### config.mk
export PLATFORM = sky130hd
export DESIGN_NAME = gpio_pin_ctrl
export DESIGN_NICKNAME = d
export VERILOG_FILES = /design/src/rtl/gpio_pkg.sv /design/src/rtl/gpio_sync.sv /design/src/rtl/gpio_std_port.sv /design/src/rtl/gpio_hv_port.sv /design/src/rtl/gpio_pin_ctrl.sv
export SDC_FILE = /design/constraint.sdc
export NUM_CORES = 1
export LEC_CHECK = 0
export CORE_MARGIN = 10
export CORE_UTILIZATION = 47
export CTS_CLUSTER_SIZE = 8
export DETAILED_ROUTE_END_ITERATION = 8
export GPL_TIMING_DRIVEN = 1
export PLACE_DENSITY = 0.8
export SYNTH_ARGS = -nofsm -noshare
export SYNTH_HDL_FRONTEND = slang
export SYNTH_SLANG_ARGS = --single-unit
### constraint.sdc
create_clock -name clk -period 1.29 [get_ports clk]
set_input_delay 0.1935 -clock clk [delete_from_list [all_inputs] [get_ports clk]]
set_output_delay 0.1935 -clock clk [all_outputs]
set_load 0.01 [all_outputs]
### src/rtl/gpio_pkg.sv
package gpio_pkg;
   typedef enum logic [1:0] {
      SEL_STD_DATA = 2'd0,
      SEL_STD_DIR  = 2'd1,
      SEL_HV_DATA  = 2'd2,
      SEL_MISC     = 2'd3
   } sel_kind_e;

   localparam int MISC_PU_BIT = 0;
endpackage

### src/rtl/gpio_sync.sv
module gpio_sync #(
   parameter int W      = 1,
   parameter int STAGES = 2
) (
   input  logic         clk,
   input  logic         rst_n,
   input  logic [W-1:0] d,
   output logic [W-1:0] q
);
   logic [W-1:0] chain [STAGES];

   genvar s;
   generate
      for (s = 0; s < STAGES; s++) begin : g_stage
         if (s == 0) begin : g_first
            always_ff @(posedge clk or negedge rst_n) begin
               if (!rst_n) chain[0] <= '0;
               else        chain[0] <= d;
            end
         end else begin : g_next
            always_ff @(posedge clk or negedge rst_n) begin
               if (!rst_n) chain[s] <= '0;
               else        chain[s] <= chain[s-1];
            end
         end
      end
   endgenerate

   assign q = chain[STAGES-1];
endmodule

### src/rtl/gpio_std_port.sv
module gpio_std_port #(
   parameter int W = 4
) (
   input  logic         clk,
   input  logic         rst_n,
   input  logic         data_we,
   input  logic         dir_we,
   input  logic [W-1:0] wr_val,
   input  logic         pu_global,
   output logic [W-1:0] data_q,
   output logic [W-1:0] dir_q,
   output logic [W-1:0] pmos_en,
   output logic [W-1:0] nmos_en,
   output logic [W-1:0] pu_en
);
   always_ff @(posedge clk or negedge rst_n) begin
      if (!rst_n) begin
         data_q <= '0;
         dir_q  <= '0;
      end else begin
         if (data_we) data_q <= wr_val;
         if (dir_we)  dir_q  <= wr_val;
      end
   end

   always_comb begin
      pmos_en = dir_q & data_q;
      nmos_en = dir_q & ~data_q;
      pu_en   = pu_global ? data_q : '0;
   end
endmodule

### src/rtl/gpio_hv_port.sv
module gpio_hv_port #(
   parameter int W = 4
) (
   input  logic         clk,
   input  logic         rst_n,
   input  logic         data_we,
   input  logic [W-1:0] wr_val,
   output logic [W-1:0] data_q,
   output logic [W-1:0] pmos_en,
   output logic [W-1:0] nmos_en
);
   always_ff @(posedge clk or negedge rst_n) begin
      if (!rst_n)       data_q <= '0;
      else if (data_we) data_q <= wr_val;
   end

   assign pmos_en = data_q;
   assign nmos_en = '0;
endmodule

### src/rtl/gpio_pin_ctrl.sv
module gpio_pin_ctrl
   import gpio_pkg::*;
#(
   parameter int PORT_W      = 4,
   parameter int STD_PORTS   = 3,
   parameter int HV_PORTS    = 4,
   parameter int IDX_W       = 2,
   parameter int SYNC_STAGES = 2,
   localparam int SEL_W      = IDX_W + 2,
   localparam int STD_PINS   = STD_PORTS * PORT_W,
   localparam int HV_PINS    = HV_PORTS * PORT_W
) (
   input  logic                clk,
   input  logic                rst_n,
   input  logic                wr_en,
   input  logic [SEL_W-1:0]    sel,
   input  logic [PORT_W-1:0]   wr_data,
   output logic [PORT_W-1:0]   rd_data,
   input  logic [STD_PINS-1:0] std_pad_in,
   input  logic [HV_PINS-1:0]  hv_pad_in,
   output logic [STD_PINS-1:0] std_pmos_en,
   output logic [STD_PINS-1:0] std_nmos_en,
   output logic [STD_PINS-1:0] std_pu_en,
   output logic [HV_PINS-1:0]  hv_pmos_en,
   output logic [HV_PINS-1:0]  hv_nmos_en
);
   generate
      if (PORT_W < 1 || PORT_W <= MISC_PU_BIT) begin : g_bad_width
         $error("PORT_W too small");
      end
      if (STD_PORTS < 1 || HV_PORTS < 1) begin : g_bad_count
         $error("need at least one port of each kind");
      end
      if ((2 ** IDX_W) < STD_PORTS || (2 ** IDX_W) < HV_PORTS) begin : g_bad_idx
         $error("IDX_W cannot address every port");
      end
      if (SYNC_STAGES < 2) begin : g_bad_sync
         $error("SYNC_STAGES must be at least 2");
      end
   endgenerate

   sel_kind_e        kind;
   logic [IDX_W-1:0] idx;
   logic             pu_global_q;

   assign kind = sel_kind_e'(sel[SEL_W-1 -: 2]);
   assign idx  = sel[IDX_W-1:0];

   always_ff @(posedge clk or negedge rst_n) begin
      if (!rst_n)                          pu_global_q <= 1'b0;
      else if (wr_en && kind == SEL_MISC)  pu_global_q <= wr_data[MISC_PU_BIT];
   end

   logic [PORT_W-1:0] std_dir   [STD_PORTS];
   logic [PORT_W-1:0] std_data  [STD_PORTS];
   logic [PORT_W-1:0] hv_data   [HV_PORTS];
   logic [STD_PINS-1:0] std_pad_s;
   logic [HV_PINS-1:0]  hv_pad_s;

   genvar p;
   generate
      for (p = 0; p < STD_PORTS; p++) begin : g_std
         logic hit;
         assign hit = wr_en && (idx == IDX_W'(p));
         gpio_std_port #(.W(PORT_W)) u_port (
            .clk       (clk),
            .rst_n     (rst_n),
            .data_we   (hit && kind == SEL_STD_DATA),
            .dir_we    (hit && kind == SEL_STD_DIR),
            .wr_val    (wr_data),
            .pu_global (pu_global_q),
            .data_q    (std_data[p]),
            .dir_q     (std_dir[p]),
            .pmos_en   (std_pmos_en[p*PORT_W +: PORT_W]),
            .nmos_en   (std_nmos_en[p*PORT_W +: PORT_W]),
            .pu_en     (std_pu_en[p*PORT_W +: PORT_W])
         );
      end
      for (p = 0; p < HV_PORTS; p++) begin : g_hv
         gpio_hv_port #(.W(PORT_W)) u_port (
            .clk     (clk),
            .rst_n   (rst_n),
            .data_we (wr_en && kind == SEL_HV_DATA && idx == IDX_W'(p)),
            .wr_val  (wr_data),
            .data_q  (hv_data[p]),
            .pmos_en (hv_pmos_en[p*PORT_W +: PORT_W]),
            .nmos_en (hv_nmos_en[p*PORT_W +: PORT_W])
         );
      end
   endgenerate

   gpio_sync #(.W(STD_PINS), .STAGES(SYNC_STAGES)) u_std_sync (
      .clk (clk), .rst_n (rst_n), .d (std_pad_in), .q (std_pad_s)
   );
   gpio_sync #(.W(HV_PINS), .STAGES(SYNC_STAGES)) u_hv_sync (
      .clk (clk), .rst_n (rst_n), .d (hv_pad_in), .q (hv_pad_s)
   );

   always_comb begin
      rd_data = '0;
      case (kind)
         SEL_STD_DATA: begin
            for (int i = 0; i < STD_PORTS; i++)
               if (idx == IDX_W'(i)) rd_data = std_pad_s[i*PORT_W +: PORT_W];
         end
         SEL_STD_DIR: begin
            for (int i = 0; i < STD_PORTS; i++)
               if (idx == IDX_W'(i)) rd_data = std_dir[i];
         end
         SEL_HV_DATA: begin
            for (int i = 0; i < HV_PORTS; i++)
               if (idx == IDX_W'(i)) rd_data = hv_pad_s[i*PORT_W +: PORT_W];
         end
         default: rd_data[MISC_PU_BIT] = pu_global_q;
      endcase
   end

   logic unused_ok;
   always_comb begin
      unused_ok = 1'b0;
      for (int i = 0; i < STD_PORTS; i++) unused_ok = unused_ok ^ (^std_data[i]);
      for (int i = 0; i < HV_PORTS; i++)  unused_ok = unused_ok ^ (^hv_data[i]);
   end
endmodule

[Word-level counts from Yosys, hierarchy flattened]
Cells that the tools add are included.
Word-level totals
  register bits: 97
  RAM bits: 0
  memories: 0
  bits in read-only memories: 0
  bits of input ports: 39
  output and inout bits: 72
  logic and storage cells: 62
  latch bits: 0
Cells by class
  $mul: 0
  reductions and logical operators: 17
  bitwise gates (word level): 9
  muxes and demuxes: 15
  $add $sub $neg: 0
  equal/unequal tests: 6
  shift operators: 0
  div/mod/pow operators: 0
  order comparisons: 0
Operators by type and width (number)
  $mux W4: 13
  $and A4 B4 Y4: 6
  $logic_and A1 B1 Y1: 15
  $not A4 Y4: 3
  $pmux W3 S3: 1
  $eq A2 B2 Y1 const B: 4
  $eq A2 B1 Y1 const B: 2
  $logic_not A2 Y1: 2
  $pmux W1 S3: 1

[Depth between registers and ports, before layout]
Gate-level depths: netlist of run 1.
  depth after elaboration: 6
  mapped depth: 6
  depth with buffers taken out: 4

[Hierarchy]
A second synthesis of run 1 with hierarchy kept.
Second synthesis, totals
  cell total of the unflattened synthesis: 296
  area, all modules: 4058.9 um2
By module, submodules not included
  gpio_std_port: times used 3, area an instance 365.4 um2, cells an instance 28
  gpio_sync at u_hv_sync: times used 1, area an instance 920.9 um2, cells an instance 48
  gpio_hv_port: times used 4, area an instance 209.0 um2, cells an instance 17
  gpio_sync at u_std_sync: times used 1, area an instance 690.7 um2, cells an instance 36
  gpio_pin_ctrl: times used 1, area an instance 515.5 um2, cells an instance 60

[Worst setup path after synthesis of run 1]
No wires, ideal clock.
  path type: input-to-output
  from: in sel[0]
  to: out rd_data[0]
  required time: 1.097 ns
  setup slack: 0.000 ns
  arrival: 1.096 ns
  cell stages on the path: 4
  path through: buf_4 mux4_2 nor2_1 o32ai_1
Between the ends
  longest elaborated chain between the ends: 6
  elaborated cells on any way between the ends: 15
  those cells by class: eq/ne (3); mux (11); reduce/logical (1)
RTL lines
  from (decl): RTL line gpio_pin_ctrl.sv:16  | input logic [SEL_W-1:0] sel,
  $logic_not A2 Y1: RTL line gpio_pin_ctrl.sv:104, gpio_pin_ctrl.sv:108, gpio_pin_ctrl.sv:112
  $mux W4 (4 in a row): RTL line gpio_pin_ctrl.sv:112  | if (idx == IDX_W'(i)) rd_data = hv_pad_s[i*PORT_W +: PORT_W];
  $pmux W1 S3 (*): RTL line gpio_pin_ctrl.sv:101  | case (kind)
  to (decl): RTL line gpio_pin_ctrl.sv:18  | output logic [PORT_W-1:0] rd_data,
Mark *: on every way between the ends. The rest lies on a longest branch, timed or not.

[Worst setup path after layout of run 1]
  from: reg u_hv_sync.chain (netlist bit u_hv_sync.q[14])
  to: out rd_data[2]
Between the ends
  longest elaborated chain between the ends: 2
RTL lines
  from (decl): RTL line gpio_sync.sv:10  | logic [W-1:0] chain [STAGES];
  from (signal, indexed assignment): RTL line gpio_sync.sv:23  | else chain[s] <= chain[s-1];
  $mux W4: RTL line gpio_pin_ctrl.sv:112
  $pmux W3 S3: RTL line gpio_pin_ctrl.sv:101
No other way between the ends.

==> impl_metrics.yaml, run 1 <==
worst_setup_path:
  cp_max_fo: 1
  critPathLaunchType: "flip-flop"
  worstSetupPathType: "flip-flop to output pin"
  crit_required_ns: 1.10
  end_kind: "output pin"
  worstPathArrival_ns: 1.64
hold_path:
  hold_path.class: "input pin to flip-flop"
timing:
  fin_skew_ns: 0.00921
  setup_tns_ns: -6.30
  setup_ws_ns: -0.539
  finalCritPeriodShare_pct: 142
  finalHoldViolCount: 0
  min_period_ns: 1.83
  max_freq_mhz: 547
  maxSlewViolCount: 0
  hold_slack_ns: 0.254
  rsz0062_at_grt: "true"
  setup_viol: 40
power_and_ir_drop:
  vdd_ir_drop_max_mv: 0.882
  clock_power_share_pct: 23.1
  p_sw_share_pct: 28.8
  seqPwrFrac_pct: 46.4
  p_total_mw: 7.97
  p_int_mw: 5.68
  combPwrFrac_pct: 30.5
  netSwitchingPower_mw: 2.29
  p_per_area_nw_per_um2: 1430
  p_leak_nw: 2.65
global_routing:
  grt_use_met2_pct: 27.1
  grt_max_degree: 31
  gr-total-overflow: 0
  gr-usage-met3_pct: 5.49
  busiest_layer: "met2"
  grt_antenna_before_repair: 0
  grt_pass1_wl_um: 13800
  first_global_vias: 2695
  use_met1_pct: 15.7
  track_usage_pct: 14.9
logic_synthesis:
  synth_simple_gate_area_share_pct: 10.0
  synth_compound_area_share_pct: 3.05
  synth_top_family_by_area: "multiplexers"
  muxShareOfSynthArea_pct: 16.9
  syn_inst: 257
  avgSynthCellArea_sq_um: 14.5
  synth_xor_area_share_pct: 0
  synthAdderAreaFrac_pct: 0
  syn_area_sq_um: 3740
  synthTopCellsByArea: "dfrtp_1 65%, mux2_2 12%, and2_1 4.0%, buf_4 3.8%, mux4_2 2.4%"
  synth_largest_area_cell: "dfrtp_1"
  yosys_register_bits: 97
  yosys_warnings: 0
  synth_top_cell_area_share_pct: 64.9
  seq_area_frac_synth_pct: 64.9
  ys_types: 33
floorplan:
  core-area_sq_um: 7730
  initial_core_util_pct: 48.4
  rows: 32
  dieHeight_um: 109
  dieArea_sq_um: 11900
  die_w_um: 109
  io_pins: 111
drt:
  drt_iter0_drc: 86
  vias: 2497
  drtAntennaViolNets: 0
  wl_um: 9030
  via_per_inst: 4.82
  drc_errors: 0
  first_pass_iters: 6
  wl_per_cell_um: 17.4
clock_network:
  htreeDepth: 3
  root_buffer: "clkbuf_8"
  tritoncts: "yes"
  clock_path_buffers: 2
  clock-sinks: 97
  clk_pin_slew_ns: 0.10
  clock_latency_ns: 0.36
  cts_made_buffers: 9
placed_design:
  portBuffers: 94
  place_congestion: 0.861
  pre_cts_ws_ns: -1.09
  hpwl_um: 6560
  dp_cells: 483
cells_and_area:
  area_growth_pct: 49.0
  num_antenna_cells: 0
  drive_gt1_share_pct: 49.8
  fin_cells: 518
  layout.nets: 450
outcome:
  outcome: "finished, violations left"
  violations: "setup timing"
run:
  drv_cap: 0
==> stage by stage <==
stage | util (%) | area [sq um]
2_1_floorplan | - | 3790
3_3_place_gp | 65.1 | 5030
3_5_place_dp | 65.1 | 5030
4_1_cts | 71.0 | 5490
5_1_grt | 72.1 | 5570
6_report | 72.1 | 5570
==> registers in the layout (all words and copies together), names as in the netlist <==
signal and count:
u_hv_sync.chain 16, pu_global_q 1, u_std_sync.q 12, g_std.u_port.data_q 12
u_std_sync.chain 12, g_std.u_port.dir_q 12, g_hv.u_port.data_q 16, u_hv_sync.q 16
==> critical path, stage by stage, from the launching register on <==
cell and delay, ns:
dfrtp_1 0.39, mux4_2 0.48, a22oi_2 0.14, o31ai_1 0.11, buf_2 0.15
==> worst paths after layout <==
| check | cells past startpoint | slack (ns) | endpoint | from |
|---|---|---|---|---|
| max | 4 | -0.54 | rd_data[2] | u_hv_sync.q[14]$_DFF_PN0_ |
| min reg2reg | 0 | 0.35 | u_std_sync.q[11]$_DFF_PN0_ | u_std_sync.chain[23]$_DFF_PN0_ |
| min in group asynchronous | 2 | 0.28 | u_std_sync.chain[14]$_DFF_PN0_ | rst_n |
| min | 1 | 0.25 | u_hv_sync.chain[30]$_DFF_PN0_ | hv_pad_in[14] |
| max reg2reg | 4 | 0.13 | g_std[1].u_port.dir_q[2]$_DFFE_PN0P_ | g_std[1].u_port.dir_q[2]$_DFFE_PN0P_ |
| max in group asynchronous | 3 | 0.50 | u_hv_sync.q[2]$_DFF_PN0_ | rst_n |
==> Yosys cell counts, drive strengths merged <==
library cell,count
o211ai,1
nor3,1
a21oi,3
buf,25
a32o,1
and2,24
conb,1
a22oi,2
o2bb2ai,2
nand3b,1
nand2,6
mux2i,8
nor2,11
nand2b,1
nor2b,14
nand4,1
nand3,2
clkbuf,2
dfrtp,97
mux2,41
o21ai,2
nor3b,1
mux4,4
o31ai,2
inv,1
o32ai,1
a211oi,2
==> cell type report <==
cell class                      count  area, sq um
Clock buffer                        9          124
Clock inverter                      7         61.3
Fill cell                         505         2160
Inverter                            1         3.75
Multi-Input combinational cell    147         1360
Sequential cell                    97         2430
Tap cell                          102          128
Timing Repair Buffer              155         1460
==> logic make-up (layout without fill, tap and decap cells) <==
logic type,after synthesis,count (layout)
and+or+nand+nor,62,62
buffers and inverters,28,172
muxes,53,53
other,1,16
AOI/OAI and AO/OA,16,16
DFF,97,97
==> per-layer routing <==
metal	vias up	part of all wire, %
li1	1140	-
met1	1249	38
met2	97	52
met3	11	8.8
met4	0	1.3
met5	-	0
==> cells in the final DEF (no fill, tap or decap), types with 2 or more instances in the layout <==
master	synthesis	routed
dfrtp_1	97	96
buf_6	1	49
buf_4	19	35
clkdlybuf4s50_1	0	32
mux2_2	41	29
and2_4	0	21
dlygate4sd2_1	0	17
conb_1	1	16
buf_2	2	14
mux2_4	0	12
nor2b_1	14	9
clkbuf_8	0	9
mux2i_1	8	8
nor2_1	8	7
nor2b_4	0	5
nand2_1	5	5
mux4_2	4	4
and2_1	24	3
a21oi_1	3	3
buf_12	0	3
nor2_2	1	2
a211oi_2	0	2
o2bb2ai_1	2	2
a22oi_2	0	2
nor2_4	2	2
clkinv_4	0	2
inv_8	0	2
clkbuf_2	0	2
==> power groups by stage <==
stage	sequential, mW	combinational [mW]	clock, mW
3_3_place_gp	3.70	2.00	0
4_1_cts	3.67	2.34	1.86
2_1_floorplan	3.72	0.784	0
5_1_grt	3.74	2.60	1.99
6_report	3.70	2.43	1.84
3_5_place_dp	3.72	2.07	0
==> repair_timing <==
action	4_1_cts	5_1_grt
hold endpoints to repair	26	0
gates resized for setup	270	38
hold buffers	1	0
setup buffers	19	14
pin swaps	6	3
endpoints found under the setup margin	96	67
No activity file was read; power rests on OpenSTA's default activity.
==> run 2: changes to the inputs <==
--- a/config.mk
+++ b/config.mk
@@ -6,11 +6,11 @@
 export NUM_CORES = 1
 export LEC_CHECK = 0
 export CORE_MARGIN = 10
-export CORE_UTILIZATION = 47
+export CORE_UTILIZATION = 35
 export CTS_CLUSTER_SIZE = 8
 export DETAILED_ROUTE_END_ITERATION = 8
 export GPL_TIMING_DRIVEN = 1
-export PLACE_DENSITY = 0.8
+export PLACE_DENSITY = 0.62
 export SYNTH_ARGS = -nofsm -noshare
 export SYNTH_HDL_FRONTEND = slang
 export SYNTH_SLANG_ARGS = --single-unit
==> run 2 against run 1 <==
The flow still finishes with violations (setup timing). Register-to-register slack worse by 0.04 ns. Hold slack got worse by 0.093 ns. Utilization fell by 17 points. Global-route usage shrank 2.5 points. Via count up 0.28%. Critical endpoint unchanged. Largest power group unchanged. Highest routed layer unchanged.
==> impl_metrics.yaml, run 2 (synthesis results as in run 1) <==
outcome:
  outcome: "finished, violations left"
  violations: "setup timing"
clock_network:
  clock_path_buffers: 2
  tritoncts: "yes"
  clock_latency_ns: 0.36
  clk_pin_slew_ns: 0.09
  htreeDepth: 3
  root_buffer: "clkbuf_8"
  cts_made_buffers: 9
  clock-sinks: 97
placed_design:
  hpwl_um: 6670
  dpl_cell_area_sq_um: 5040
  portBuffers: 94
  pre_cts_ws_ns: -1.09
  place_congestion: 0.828
worst_setup_path:
  crit_start: "u_hv_sync.q[14]$_DFF_PN0_"
  crit_required_ns: 1.10
  worstSetupPathType: "flip-flop to output pin"
  r2r_start: "pu_global_q$_DFFE_PN0P_"
  critPathLaunchType: "flip-flop"
  end_kind: "output pin"
  worstPathArrival_ns: 1.65
  cp_max_fo: 1
floorplan:
  die_w_um: 123
  initial_core_util_pct: 36.0
  dieHeight_um: 123
  rows: 37
  dieArea_sq_um: 15200
  core-area_sq_um: 10400
  io_pins: 111
timing:
  max_freq_mhz: 542
  min_period_ns: 1.85
  finalHoldViolCount: 0
  setup_ws_ns: -0.556
  maxSlewViolCount: 0
  fin_skew_ns: 0.00521
  setup_viol: 40
  finalCritPeriodShare_pct: 143
  rsz0062_at_grt: "true"
global_routing:
  grt_max_degree: 49
  grt_antenna_before_repair: 0
  gr-total-overflow: 0
  grt_pass1_wl_um: 14600
  first_global_vias: 2781
  track_usage_pct: 12.4
drt:
  wl_per_cell_um: 17.1
  wl_um: 9520
  drtAntennaViolNets: 0
  drc_errors: 0
  drt_iter0_drc: 66
  first_pass_iters: 4
  via_per_inst: 4.50
  vias: 2504
power_and_ir_drop:
  combPwrFrac_pct: 31.3
  vdd_ir_drop_max_mv: 0.741
  p_int_mw: 5.75
  p_leak_nw: 2.70
  clock_power_share_pct: 22.8
  p_sw_share_pct: 28.8
  p_per_area_nw_per_um2: 1400
  seqPwrFrac_pct: 46.0
  netSwitchingPower_mw: 2.33
cells_and_area:
  num_antenna_cells: 0
  area_growth_pct: 54.0
  fillers: 852
  layout_common_cells: "96 x dfrtp_1, 62 x buf_6, 33 x mux2_2"
  design_area_sq_um: 5760
  layout_commonest_cell: "dfrtp_1"
  drive_gt1_share_pct: 52.9
  layout.nets: 454
hold_path:
  hold_path.class: "input pin to asynchronous set/reset pin"
run:
  drv_cap: 0
==> run 2: cell types whose count changed in the layout (fill, tap and decap cells not counted), moves of 2 or more <==
cell	change
and2_1	-3
and2_4	+3
buf_2	-3
buf_4	-7
buf_6	+13
clkdlybuf4s15_1	+3
dlygate4sd2_1	-2
mux2_2	+4
mux2_4	-4
nand2_1	-3
nand2_2	+3
nor2b_1	-2
==> run 2: path summary, 6_finish.rpt <==
kind                                                         end  depth (start not counted)  slack [ns]
max in group asynchronous  g_std[2].u_port.data_q[0]$_DFFE_PN0P_                          3        0.69
min reg2reg                            u_std_sync.q[3]$_DFF_PN0_                          0        0.35
min in group clk                  u_std_sync.chain[12]$_DFF_PN0_                          1        0.26
min                               u_std_sync.chain[18]$_DFF_PN0_                          2        0.16
max reg2reg                              pu_global_q$_DFFE_PN0P_                          4        0.09
max                                                   rd_data[2]                          4       -0.56
==> run 2: timing repair <==
action / CTS / global route
cloned: 2 / 0
pin swaps: 5 / 4
buffers inserted: 21 / 8
setup endpoints to repair: 96 / 78
gates resized for setup: 281 / 48
endpoints found under the hold margin: 97 / 0
hold buffers: 1 / 0
==> run 2: cell type report <==
| cell class | instances | area, sq um | area share (%) |
|---|---|---|---|
| inverters | 1 | 3.75 | 0.0652 |
| repair buffers | 159 | 1570 | 27.2 |
| multi-input cells | 147 | 1400 | 24.3 |
| well taps | 136 | 170 | 2.96 |
| flip-flops and latches | 97 | 2430 | 42.2 |
| clock inverters | 7 | 62.6 | 1.09 |
| clock buffers | 9 | 124 | 2.15 |
==> run 2: power by group through the flow <==
stage / combinational [mW] / sequential (mW) / clock, mW
after floorplan: 0.784 / 3.72 / 0
after global placement: 2.01 / 3.72 / 0
after detailed placement: 2.06 / 3.72 / 0
after CTS: 2.39 / 3.69 / 1.91
after global routing: 2.71 / 3.76 / 2.03
final: 2.53 / 3.71 / 1.84
==> run 2: critical path, cell delays in order (launching register included) <==
cell	delay (ns)
dfrtp_1	0.38
mux4_2	0.47
a22oi_2	0.17
o31ai_2	0.11
buf_2	0.16
==> run 2: through the flow <==
step | cells | hold WS, ns | total power, mW | TNS [ns] | util [%]
after floorplan | 272 | -0.102 | 4.50 | 0 | -
after global placement | 515 | 0.00389 | 5.73 | -31.75 | 48.6
final | 556 | 0.161 | 8.08 | -7.18 | 55.5
after CTS | 555 | 0.136 | 7.98 | -8.45 | 53.9
after global routing | 556 | 0.146 | 8.50 | -9.28 | 55.5
after detailed placement | 515 | 0.00609 | 5.78 | -32.50 | 48.6
==> run 2: per-layer routing <==
metal	GRT usage (%)	wire, um	vias up
li1	-	-	1151
met1	14.0	3810	1254
met2	21.2	4790	87
met3	4.15	773	12
met4	4.80	145	0
met5	0	0	-
